--- config.mk ---
export PLATFORM = sky130hd
export DESIGN_NAME = ea_unit
export DESIGN_NICKNAME = d
export VERILOG_FILES = /design/src/rtl/ea_pkg.sv /design/src/rtl/ea_index_add.sv /design/src/rtl/ea_seq.sv /design/src/rtl/ea_unit.sv
export SDC_FILE = /design/constraint.sdc
export NUM_CORES = 1
export LEC_CHECK = 0
export ABC_CLOCK_PERIOD_IN_PS = 1900
export BUFFER_PORTS_ARGS = -buffer_cell sky130_fd_sc_hd__buf_4
export CORE_ASPECT_RATIO = 1.4
export CORE_UTILIZATION = 42
export DETAILED_ROUTE_END_ITERATION = 12
export PLACE_DENSITY = 0.77
export SLEW_MARGIN = 20
export SYNTH_ARGS = -nofsm -noshare
export SYNTH_HDL_FRONTEND = slang
export SYNTH_SLANG_ARGS = --single-unit
--- constraint.sdc ---
create_clock -name clk -period 1.9 [get_ports clk]
set_input_delay 0.19 -clock clk [delete_from_list [all_inputs] [get_ports clk]]
set_output_delay 0.19 -clock clk [all_outputs]
set_load 0.01 [all_outputs]
--- src/rtl/ea_pkg.sv ---
package ea_pkg;
  localparam int ADDR_W = 16;
  localparam int XSEL_W = 3;
  localparam int OP_W   = 12;
  localparam int WORD_W = ADDR_W + 1 + XSEL_W + OP_W;
  localparam int NSRC   = 2 ** XSEL_W;   // selector codes, code 0 = none
  localparam int NBANK  = NSRC - 2;      // sources beyond the accumulator

  typedef struct packed {
    logic [OP_W-1:0]   op;
    logic [XSEL_W-1:0] xsel;
    logic              ind;
    logic [ADDR_W-1:0] base;
  } ea_word_t;

  typedef enum logic [1:0] {
    ST_IDLE  = 2'd0,
    ST_CALC  = 2'd1,
    ST_FETCH = 2'd2
  } ea_state_e;
endpackage

--- src/rtl/ea_index_add.sv ---
module ea_index_add
  import ea_pkg::*;
(
  input  logic [ADDR_W-1:0]       base,
  input  logic [XSEL_W-1:0]       xsel,
  input  logic [ADDR_W-1:0]       acc_val,
  input  logic [NBANK*ADDR_W-1:0] idx_bank,
  output logic [ADDR_W-1:0]       sum
);
  logic [ADDR_W-1:0] src [NSRC];

  assign src[0] = '0;
  assign src[1] = acc_val;

  genvar k;
  generate
    for (k = 2; k < NSRC; k++) begin : g_src
      assign src[k] = idx_bank[(k-2)*ADDR_W +: ADDR_W];
    end
  endgenerate

  // two's complement add, carry out discarded
  assign sum = base + src[xsel];
endmodule

--- src/rtl/ea_seq.sv ---
module ea_seq
  import ea_pkg::*;
#(
  parameter int MAX_LEVELS = 8,
  localparam int DW = $clog2(MAX_LEVELS + 1)
) (
  input  logic              clk,
  input  logic              rst_n,
  input  logic              start,
  input  logic [ADDR_W-1:0] in_base,
  input  logic [XSEL_W-1:0] in_xsel,
  input  logic              in_ind,
  input  logic              in_imm,
  input  logic [ADDR_W-1:0] sum,
  output logic [ADDR_W-1:0] cur_base,
  output logic [XSEL_W-1:0] cur_xsel,
  input  logic              mem_ack,
  input  logic [ADDR_W-1:0] rd_base,
  input  logic [XSEL_W-1:0] rd_xsel,
  input  logic              rd_ind,
  input  logic              rd_mark,
  output logic              mem_req,
  output logic [ADDR_W-1:0] mem_addr,
  output logic              busy,
  output logic              done,
  output logic [ADDR_W-1:0] ea,
  output logic              imm,
  output logic              mark_hit,
  output logic              depth_err
);
  ea_state_e         state_q, state_d;
  logic [ADDR_W-1:0] base_q, base_d;
  logic [XSEL_W-1:0] xsel_q, xsel_d;
  logic              ind_q, ind_d;
  logic              immf_q, immf_d;
  logic              mark_q, mark_d;
  logic [DW-1:0]     lvl_q, lvl_d;
  logic              word_en;
  logic [ADDR_W-1:0] addr_q;
  logic              addr_en;
  logic              done_q, done_d;
  logic [ADDR_W-1:0] ea_q, ea_d;
  logic              imm_q, imm_d, mhit_q, mhit_d, err_q, err_d;

  // next-state logic
  always_comb begin
    state_d = state_q;
    base_d  = base_q;
    xsel_d  = xsel_q;
    ind_d   = ind_q;
    immf_d  = immf_q;
    mark_d  = mark_q;
    lvl_d   = lvl_q;
    word_en = 1'b0;
    addr_en = 1'b0;
    done_d  = 1'b0;
    ea_d    = ea_q;
    imm_d   = imm_q;
    mhit_d  = mhit_q;
    err_d   = err_q;
    unique case (state_q)
      ST_IDLE: begin
        if (start) begin
          state_d = ST_CALC;
          base_d  = in_base;
          xsel_d  = in_xsel;
          ind_d   = in_ind;
          immf_d  = in_imm;
          mark_d  = 1'b0;
          lvl_d   = '0;
          word_en = 1'b1;
        end
      end
      ST_CALC: begin
        if (immf_q) begin
          state_d = ST_IDLE;
          done_d  = 1'b1;
          ea_d    = base_q;
          imm_d   = 1'b1;
          mhit_d  = 1'b0;
          err_d   = 1'b0;
        end else if (!ind_q || lvl_q == DW'(MAX_LEVELS)) begin
          state_d = ST_IDLE;
          done_d  = 1'b1;
          ea_d    = sum;
          imm_d   = 1'b0;
          mhit_d  = mark_q;
          err_d   = ind_q;
        end else begin
          state_d = ST_FETCH;
          addr_en = 1'b1;
        end
      end
      ST_FETCH: begin
        if (mem_ack) begin
          state_d = ST_CALC;
          base_d  = rd_base;
          xsel_d  = rd_xsel;
          ind_d   = rd_ind;
          mark_d  = mark_q | rd_mark;
          lvl_d   = lvl_q + DW'(1);
          word_en = 1'b1;
        end
      end
      default: state_d = ST_IDLE;
    endcase
  end

  // registers
  always_ff @(posedge clk or negedge rst_n) begin
    if (!rst_n) begin
      state_q <= ST_IDLE;
      done_q  <= 1'b0;
    end else begin
      state_q <= state_d;
      done_q  <= done_d;
    end
  end

  always_ff @(posedge clk or negedge rst_n) begin
    if (!rst_n) begin
      base_q <= '0;
      xsel_q <= '0;
      ind_q  <= 1'b0;
      immf_q <= 1'b0;
      mark_q <= 1'b0;
      lvl_q  <= '0;
    end else if (word_en) begin
      base_q <= base_d;
      xsel_q <= xsel_d;
      ind_q  <= ind_d;
      immf_q <= immf_d;
      mark_q <= mark_d;
      lvl_q  <= lvl_d;
    end
  end

  always_ff @(posedge clk or negedge rst_n) begin
    if (!rst_n)       addr_q <= '0;
    else if (addr_en) addr_q <= sum;
  end

  always_ff @(posedge clk or negedge rst_n) begin
    if (!rst_n) begin
      ea_q   <= '0;
      imm_q  <= 1'b0;
      mhit_q <= 1'b0;
      err_q  <= 1'b0;
    end else if (done_d) begin
      ea_q   <= ea_d;
      imm_q  <= imm_d;
      mhit_q <= mhit_d;
      err_q  <= err_d;
    end
  end

  assign cur_base  = base_q;
  assign cur_xsel  = xsel_q;
  assign mem_req   = (state_q == ST_FETCH);
  assign mem_addr  = addr_q;
  assign busy      = (state_q != ST_IDLE);
  assign done      = done_q;
  assign ea        = ea_q;
  assign imm       = imm_q;
  assign mark_hit  = mhit_q;
  assign depth_err = err_q;
endmodule

--- src/rtl/ea_unit.sv ---
module ea_unit
  import ea_pkg::*;
#(
  parameter int MAX_LEVELS = 8
) (
  input  logic                    clk,
  input  logic                    rst_n,
  input  logic                    start,
  input  logic [WORD_W-1:0]       instr,
  input  logic [ADDR_W-1:0]       acc_val,
  input  logic [NBANK*ADDR_W-1:0] idx_bank,
  output logic                    mem_req,
  output logic [ADDR_W-1:0]       mem_addr,
  input  logic                    mem_ack,
  input  logic [WORD_W-1:0]       mem_rdata,
  input  logic [1:0]              mem_mark,
  output logic                    busy,
  output logic                    done,
  output logic [ADDR_W-1:0]       ea,
  output logic                    imm,
  output logic                    mark_hit,
  output logic                    depth_err
);
  ea_word_t          iw, rw;
  logic              rst_meta_n, rst_sync_n;
  logic [ADDR_W-1:0] cur_base, sum;
  logic [XSEL_W-1:0] cur_xsel;
  logic              unused_opbits;

  // reset asserts at once, releases on the clock
  always_ff @(posedge clk or negedge rst_n) begin
    if (!rst_n) begin
      rst_meta_n <= 1'b0;
      rst_sync_n <= 1'b0;
    end else begin
      rst_meta_n <= 1'b1;
      rst_sync_n <= rst_meta_n;
    end
  end

  assign iw = instr;
  assign rw = mem_rdata;
  assign unused_opbits = ^{iw.op[OP_W-2:0], rw.op};

  ea_index_add u_add (
    .base     (cur_base),
    .xsel     (cur_xsel),
    .acc_val  (acc_val),
    .idx_bank (idx_bank),
    .sum      (sum)
  );

  ea_seq #(.MAX_LEVELS(MAX_LEVELS)) u_seq (
    .clk       (clk),
    .rst_n     (rst_sync_n),
    .start     (start),
    .in_base   (iw.base),
    .in_xsel   (iw.xsel),
    .in_ind    (iw.ind),
    .in_imm    (iw.op[OP_W-1]),
    .sum       (sum),
    .cur_base  (cur_base),
    .cur_xsel  (cur_xsel),
    .mem_ack   (mem_ack),
    .rd_base   (rw.base),
    .rd_xsel   (rw.xsel),
    .rd_ind    (rw.ind),
    .rd_mark   (|mem_mark),
    .mem_req   (mem_req),
    .mem_addr  (mem_addr),
    .busy      (busy),
    .done      (done),
    .ea        (ea),
    .imm       (imm),
    .mark_hit  (mark_hit),
    .depth_err (depth_err)
  );
endmodule

======== After elaboration in Yosys (flattened, before gate mapping) ========
Index checks and enable logic that the tools add are counted.
operators by class
  add/subtract/negate cells ............... 2
  $lt $le $gt $ge ......................... 1
  equal/unequal tests ..................... 5
  multiplexer cells ....................... 40
  bitwise logic cells ..................... 2
  reductions and logical operators ........ 11
operator list
  kind                 number
  $mux 16              6
  $bmux 16 s3          1
  $pmux 16 s2          1
  $mux 1               18
  $add 16x16->16       1
  $mux 2               4
  $mux 4               2
  $pmux 4 s2           1
  $mux 3               2
  $pmux 1 s2           3
  $pmux 2 s3           1
  $pmux 3 s2           1
  $reduce_and 3->1     2
  $reduce_bool 2->1    3
  $add 4x1->4 const B  1
  $eq 4x4->1 const B   1
  $ge 4x4->1 const B   1
  $not 3->4            1
  $reduce_and 4->1     1
  $eq 2x1->1 const B   1
  $eq 2x2->1 const B   1
  $logic_not 2->1      1
  $ne 2x1->1 const B   1
  $ne 2x2->1 const B   1
  5 further kinds      5
word-level totals
  flip-flop bits (word level) ............. 66
  bits of input ports ..................... 182
  output and inout port bits .............. 38
  word-level logic and storage cells ...... 76

======== Depth between registers and ports, before layout ========
Gate-level depths: netlist (run 1).
  word-level depth ........................ 7
  mapped depth ............................ 15
  mapped depth without buffers ............ 12

======== Modules after synthesis ========
A second synthesis (run 1) with hierarchy kept.
unflattened totals
  cell total of the unflattened synthesis .. 399
  area total of the unflattened synthesis .. 4558.1 um2
modules (own cells, without submodules)
  module        times used  cells each  area each (um2)  sequential area each (um2)
  ea_seq        1           209         2951.6           1601.5
  ea_index_add  1           186         1546.5           0.0
  ea_unit       1           4           60.1             50.0

======== Worst setup path before layout (run 1) ========
OpenSTA, ideal clock, no wires.
  path kind ............................... register -> register
  start point ............................. register u_seq.xsel_q[1] (netlist: u_seq.cur_xsel[1])
  end point ............................... register u_seq.addr_q[12] (netlist: u_seq.mem_addr[12])
  setup time .............................. 0.128 ns
  arrival time ............................ 3.133 ns
  data required time ...................... 1.772 ns
  slack ................................... -1.361 ns
  stages on the path, launching flop included .. 14
  path buffers ............................ 2
  period minus slack after synthesis ...... 3.261 ns
  cell sequence ........................... dfrtp_1 > clkbuf_1 > clkbuf_1 > mux2_2 > a22oi_1 > o21ai_0 > ha_1 > fa_1 > a21oi_1 > o22ai_1 > o21a_1 > o41ai_2 > xnor2_1 > mux2_1
on the way
  cells in the longest elaborated chain, start to end .. 5
ends and longest elaborated chain
  item                                         RTL line            RTL
  start: declaration                           ea_seq.sv:33        logic [XSEL_W-1:0] xsel_q, xsel_d;
  start signal: assignment                     ea_seq.sv:130       xsel_q <= xsel_d;
  $not 3->4 (not written as such)              ea_index_add.sv:23  assign sum = base + src[xsel];
  $bmux 16 s3                                  ea_index_add.sv:23
  $mux 16 (not written as such) (2 in series)  ea_index_add.sv:23
  $add 16x16->16                               ea_index_add.sv:23
  end signal: assignment                       ea_seq.sv:140       else if (addr_en) addr_q <= sum;
  end: declaration                             ea_seq.sv:39        logic [ADDR_W-1:0] addr_q;
Every way passes these cells. The select of a mux whose other input is x is not followed.
A chain may end at the register's enable or synchronous reset.

======== Worst setup path in the final report (run 1) ========
  start point ............................. register u_seq.xsel_q[0] (netlist: u_seq.cur_xsel[0])
  end point ............................... register u_seq.ea_q[15] (netlist: u_seq.ea[15])
on the way
  cells in the longest elaborated chain, start to end .. 7
ends and longest elaborated chain
  item                                         RTL line            RTL
  $not 3->4 (not written as such)              ea_index_add.sv:23
  $bmux 16 s3                                  ea_index_add.sv:23
  $mux 16 (not written as such) (2 in series)  ea_index_add.sv:23
  $add 16x16->16                               ea_index_add.sv:23
  $mux 16                                      ea_seq.sv:82        end else if (!ind_q || lvl_q == DW'(MAX_LEVELS)) begin
  $mux 16                                      ea_seq.sv:75        if (immf_q) begin
  end signal: assignment                       ea_seq.sv:145       ea_q <= '0;
  end signal: assignment                       ea_seq.sv:150       ea_q <= ea_d;
  end: declaration                             ea_seq.sv:42        logic [ADDR_W-1:0] ea_q, ea_d;
Every way passes these cells. The select of a mux whose other input is x is not followed.

==> results of run 1 <==
==> layout by cell type, fill, tap and decap left out, types with 3 or more instances in the layout <==
cell type,n
ha_1,13
nor2_1,10
clkbuf_16,9
nor2b_1,3
nand2b_1,3
a22oi_2,3
xnor2_1,3
buf_6,6
o21ai_1,33
inv_1,9
and3_1,3
a22oi_1,13
nor3b_1,3
a21oi_1,14
a21oi_2,4
nor2_2,5
dfrtp_1,64
nor3_1,5
mux2_4,3
mux2_2,20
mux4_2,16
buf_12,6
bufinv_16,3
xor2_1,5
o21ai_0,23
nand2_1,70
nand3_1,11
nand2_2,7
buf_4,274
mux2i_1,30
ha_4,3
xnor2_2,3
a21o_1,3
o21ai_2,12
==> logic make-up (layout without fill, tap and decap cells) <==
family | Yosys count | after routing
mux | 70 | 70
buf+inv | 40 | 313
flops | 66 | 66
compound gates | 121 | 121
fa+ha+maj | 18 | 18
other cells | 1 | 1
simple gates | 134 | 134
xor+xnor | 14 | 14
==> repair_timing <==
item,CTS,global route
cloned,1,0
hold endpoints to repair,2,0
setup endpoints to repair,32,32
pin swaps,27,17
resized for setup,55,27
hold buffers,1,0
setup buffers,14,12
==> layout make-up <==
cell class	instances	area (µm²)	area share, %
multi-input combinational	358	2900	39.2
timing repair buffer	288	2280	30.9
sequential	66	1650	22.4
clock buffer	10	239	3.24
tap	135	169	2.29
clock inverter	6	113	1.52
inverter	9	33.8	0.457
==> where the power goes <==
group	switching [µW]	total, µW	internal [µW]	leakage [µW]
logic	4650	9470	4820	0.00255
clock network	644	1970	1320	0.000173
registers	431	2430	2000	0.000818
==> layer usage <==
layer	up-vias	global-route usage, %	part of all wire [%]
li1	2207	-	-
met1	2351	33.0	37
met2	264	50.0	52
met3	55	6.21	7.2
met4	0	14.0	4.2
met5	-	0	0
==> cells in the mapped netlist, drive strengths merged, types with 7 or more instances <==
master	n
clkbuf	24
nor2	16
nand2	77
xor2	7
mux4	16
a22oi	16
o21ai	68
ha	17
buf	7
nor3	7
dfrtp	66
inv	9
a21oi	20
mux2	24
xnor2	7
mux2i	30
nand3	12
==> worst max-delay path: stages (launching register included) <==
cell and delay (ns):
dfrtp_2 0.38, buf_4 0.13, buf_16 0.11, mux4_2 0.48, nand2_1 0.09, o21ai_1 0.11, ha_1 0.44, buf_6 0.14
nand3_1 0.09, nor2_2 0.18, o21ai_2 0.07, nand2_2 0.15, o22ai_4 0.11, or4_1 0.47, nand3_1 0.09
==> state kept, by name (all words and copies together) (netlist names), 2 cells and up <==
name and flops:
u_seq.cur_xsel 3, u_seq.cur_base 16, u_seq.state_q 2, u_seq.mem_addr 16, u_seq.ea 16, u_seq.lvl_q 4
==> per-stage QoR <==
step / std cells / setup TNS (ns) / setup WS (ns) / instance area (µm²) / power [µW]
final: 872 / -30.89 / -1.24 / 7390 / 13900
after global routing: 872 / -33.03 / -1.28 / 7390 / 14600
after CTS: 861 / -25.00 / -1.08 / 7190 / 12700
after detailed placement: 829 / -26.59 / -1.13 / 6490 / 9630
after global placement: 829 / -22.83 / -1.02 / 6490 / 9330
after floorplan: 464 / -19.51 / -1.02 / 4460 / 6590
==> worst max-delay path by stage <==
stage | start | endpoint | cells after the start | slack, ns
global route | u_seq.cur_xsel[0] | u_seq.ea[15] | 14 | -1.28
CTS | u_seq.cur_xsel[0] | u_seq.mem_addr[12] | 12 | -1.08
detailed placement | u_seq.cur_xsel[0] | u_seq.ea[14] | 12 | -1.13
global placement | u_seq.cur_xsel[0] | u_seq.mem_addr[12] | 12 | -1.02
floorplan | u_seq.cur_xsel[0] | u_seq.mem_addr[12] | 13 | -1.02
finish | u_seq.cur_xsel[0] | u_seq.ea[15] | 14 | -1.24
==> metrics.yaml, run 1 <==
outcome:
  status: "finished, violations left"
  violations: "negative setup slack"
setup_path:
  cp.required_ns: 2.17
  r2r_cells: 14
  timing.rr.start: "u_seq.cur_xsel[0]"
  ff2ff_setup_slack_ns: -1.24
  worstPathMaxFanout: 6
  reg2reg_to: "u_seq.ea[15]"
  worstPathArrival_ns: 3.41
  critPathLaunchType: "flip-flop"
  end_kind: "flip-flop"
  critical_path_class: "reg -> reg"
cts:
  clkTransAtPathRegs_ns: 0.06
  cts.sinks: 66
  htreeDepth: 3
  ctsRootBufferMaster: "clkbuf_16"
  cts_max_path_buffers: 2
  clk_latency_ns: 0.34
  cts_buffers: 9
  cts_tree: "yes"
synthesis:
  synth_ff_type: "dfrtp_1"
  synth_top_area_share_pct: 37.6
  synth_warnings: 0
  syn_area_um2: 4390
  synth_cell_types: 45
  synthAdderAreaFrac_pct: 5.30
  synth_edf_count: 0
  yosysTopAreaCell: "dfrtp_1"
  yosys.area_share.simple_pct: 13.4
  synth-seq-area-share_pct: 37.6
  syn_inst: 464
  yosys-top-cells-area: "dfrtp_1 38%, mux4_2 8.2%, mux2i_1 6.8%"
  yosys_register_bits: 66
  synth_compound_area_share_pct: 15.8
  synth_top_family_by_area: "multiplexers"
  avgSynthCellArea_um2: 9.46
  async_flop_share_pct: 100
  synth_xor_area_share_pct: 2.79
  syn_nets: 664
  synth_mux_area_share_pct: 21.2
power:
  p_leak_uw: 0.00354
  p_per_area_nw_per_um2: 1880
  vdd_drop_max_v: 0.000950
floorplanning:
  die_w_um: 88.4
  dieArea_um2: 10900
  start_util_pct: 43.6
  io_pins: 220
  rows: 43
  core_um2: 10100
  die_y_um: 123
timing:
  finalWorstSetupSlack_ns: -1.24
  finClkSkew_ns: 0.00521
  setup_viol: 30
  hold_slack_ns: 0.0897
  rsz0062_at_grt: "true"
  hold_violations: 0
  fmax_ghz: 0.319
  final-max-slew-violation-count: 0
  finalCritPeriodShare_pct: 165
  min_period_ns: 3.14
flow_run:
  cap_violations: 0
detailed_routing:
  first_pass_iters: 4
  drtIter0Drc: 402
  ant_nets: 0
  vias: 4877
  wl_um: 16200
  wl_per_cell_um: 18.5
  vias_per_cell: 5.59
  route.detailed.drc: 0
global_route:
  antenna_found_initial: 0
  grt_pass1_vias: 4913
  grt_max_degree: 65
  grtUsageTotal_pct: 28.7
  overflow: 0
  grt_first_pass_wirelength_um: 23500
final_layout:
  n_fill_cell: 660
  antenna_cells: 0
  fin_nets: 932
  area_growth_pct: 68.3
  utilization_pct: 73.4
  drive_gt1_share_pct: 54.5
placed_design:
  dpl.hpwl_um: 11200
  port_buffers: 196
  place_congestion: 0.927
min_path:
  hold_start: "instr[31]"
  holdPathEnd: "u_seq.immf_q"
  min_path_type: "in -> reg"
  holdPathStages: 2
(Power assumes the default switching activity.)
==> run 2, diff against run 1 <==
Settings changed: ABC_AREA from default to 1, CORE_UTILIZATION 42 to 43, PLACE_DENSITY 0.77 to 0.78.
==> metrics.yaml, run 2 <==
power:
  p_leak_uw: 0.00384
  vdd_drop_max_v: 0.00135
  p_per_area_nw_per_um2: 2420
final_layout:
  area_growth_pct: 67.8
  utilization_pct: 75.0
  final_cell_mix: "256 x buf_4, 142 x nand2_1, 139 x nor2_1"
  finalInstanceArea_um2: 7840
  final_common_cell: "buf_4"
  fin_cells: 1096
  fin_nets: 1151
  drive_gt1_share_pct: 44.9
setup_path:
  ff2ff_setup_slack_ns: -0.76
  timing.rr.start: "u_seq.cur_xsel[0]"
  critPathTopFamily: "simple AND/OR/NAND/NOR gates"
  critical_path_class: "reg -> reg"
  path_cells: "buf_4, clkbuf_16, o21ai_0, a32oi_1, ha_1, nand2_2, inv_2, buf_4, nand2_1, nor3_2, nand2_2, nand2_2, inv_2, nand2_1, nand3_1, nand2_1, nand2_1"
  worst_path_max_delay_cell: "dfrtp_2"
  critPathMostFrequentCell: "nand2_1"
  critPathLaunchType: "flip-flop"
  critical-path-max-stage-delay_ns: 0.46
  reg2reg_to: "u_seq.ea[15]"
  worstPathArrival_ns: 2.88
  cp.required_ns: 2.13
  r2r_cells: 17
  cp.buffers_inverters: 5
  worstPathMaxFanout: 14
  end_kind: "flip-flop"
synthesis:
  synth_warnings: 0
  yosysTopAreaCell: "dfrtp_1"
  synth_edf_count: 0
  synth_ff_type: "dfrtp_1"
  synth_top_area_share_pct: 35.3
  syn_area_um2: 4670
  syn_nets: 896
  synthTopCellsByCount: "176 x nand2_1, 149 x nor2_1, 66 x dfrtp_1, 58 x o21ai_0, 40 x a21oi_1"
  synth.most_common_cell: "nand2_1"
  synth-seq-area-share_pct: 35.3
  synth_cell_types: 30
  async_flop_share_pct: 100
  syn_inst: 696
  yosys_register_bits: 66
  avgSynthCellArea_um2: 6.72
  yosys-top-cells-area: "dfrtp_1 35%, nand2_1 14%, nor2_1 12%"
timing:
  rsz0062_at_grt: "true"
  final-max-slew-violation-count: 0
  tightest_slew_ns: 0.603
  finalWorstSetupSlack_ns: -0.756
  hold_slack_ns: 0.0804
  min_period_ns: 2.66
  fmax_ghz: 0.377
  relSlewSlack_pct: 59.7
  hold_violations: 0
  setup_viol: 30
  finalCritPeriodShare_pct: 140
  finClkSkew_ns: 0.00495
  setup_tns_ns: -17.00
detailed_routing:
  wl_per_cell_um: 16.9
  route.detailed.drc: 0
  first_pass_iters: 5
  vias_per_cell: 5.41
  drtIter0Drc: 377
  vias: 5929
  wl_um: 18500
  ant_nets: 0
cts:
  cts_buffers: 9
  clk_latency_ns: 0.34
  cts.sinks: 66
  htreeDepth: 3
  cts_tree: "yes"
  clkTransAtPathRegs_ns: 0.05
  cts_max_path_buffers: 2
  ctsRootBufferMaster: "clkbuf_16"
global_route:
  antenna_found_initial: 1
  grt_first_pass_wirelength_um: 27300
  grtUsageTotal_pct: 31.0
  grt_max_degree: 44
  overflow: 0
  grt_pass1_vias: 5609
min_path:
  min_path_type: "in -> reg"
  holdPathEnd: "u_seq.state_q[1]"
  hold_start: "mem_ack"
  holdPathStages: 2
placed_design:
  place_congestion: 0.979
  port_buffers: 196
  dpl.hpwl_um: 13100
  post_dp_cell_area_um2: 6810
  dp.cells: 1067
outcome:
  violations: "negative setup slack"
  status: "finished, violations left"
floorplanning:
  die_w_um: 90.1
  dieArea_um2: 11300
  die_y_um: 125
  core_um2: 10500
  start_util_pct: 44.7
  io_pins: 220
  rows: 44
flow_run:
  cap_violations: 0
==> run 2: cell count changes in the layout (fill, tap and decap cells not counted), sizes merged, moves of 8 or more <==
cell   change
o21ai      -8
mux2i     -30
nand3     +26
a32oi     +15
inv       +34
mux2      -24
buf       -12
nor2     +138
a21oi     +20
a22oi     -16
mux4      -16
nand2    +102
a31oi     +22
==> run 2: cell type report <==
cell class	instances	area, µm²
diodes	2	5.00
clock buffers	12	267
clock inverters	4	72.6
fillers	799	2620
inverters	45	176
multi-input cells	550	3210
flip-flops and latches	66	1660
well taps	138	173
repair buffers	279	2280
==> run 2: where the power goes <==
| group | internal, µW | switching (µW) | total [µW] |
|---|---|---|---|
| registers | 2070 | 547 | 2620 |
| logic | 6530 | 7930 | 14500 |
| clock network | 1250 | 616 | 1870 |
==> run 2: worst max-delay path by stage <==
stage	from	end	slack (ns)	depth (start not counted)
after CTS	u_seq.cur_xsel[0]	u_seq.ea[15]	-0.59	18
after floorplan	u_seq.cur_xsel[0]	u_seq.ea[14]	-0.41	19
after detailed placement	u_seq.cur_xsel[0]	u_seq.ea[15]	-0.74	17
after global routing	u_seq.cur_xsel[0]	u_seq.ea[15]	-0.85	17
final	u_seq.cur_xsel[0]	u_seq.ea[15]	-0.76	17
after global placement	u_seq.cur_xsel[0]	u_seq.ea[11]	-0.67	16
==> run 2: routing by layer <==
metal  global-route usage, %  up-vias  part of all wire (%)
li1                        -     2806                     -
met1                    33.6     2721                    36
met2                    55.5      323                    50
met3                    7.42       79                   8.4
met4                    16.7        0                   6.2
met5                       0        -                     0
==> run 2: repair_timing <==
action                     in CTS  in global routing
cloned                          1                  3
setup buffers                   2                  5
hold buffers                    1                  0
hold endpoints to repair        2                  0
pin swaps                       5                 66
setup endpoints to repair      30                 30
resized for setup              18                137
==> run 2: worst register-to-register path: cells and delay by family (launching register included) <==
| family | cells | cell delay [ns] |
|---|---|---|
| simple gates | 9 | 0.69 |
| fa+ha+maj | 1 | 0.38 |
| buf+inv | 5 | 0.52 |
| compound gates | 2 | 0.49 |
| flops | 1 | 0.46 |
==> run 2: through the flow <==
stage,worst slack (ns),power (µW)
6_report,-0.756,19000
3_5_place_dp,-0.736,13800
4_1_cts,-0.589,16200
2_1_floorplan,-0.410,9230
5_1_grt,-0.848,20300
3_3_place_gp,-0.668,13700
==> run 2: cells by family after synthesis <==
group / after synthesis / synth area share, %
buf+inv: 81 / 7.31
flops: 66 / 35.3
fa+ha+maj: 18 / 4.98
xor+xnor: 7 / 1.31
simple gates: 378 / 33.3
compound gates: 145 / 17.7
other cells: 1 / 0.0802
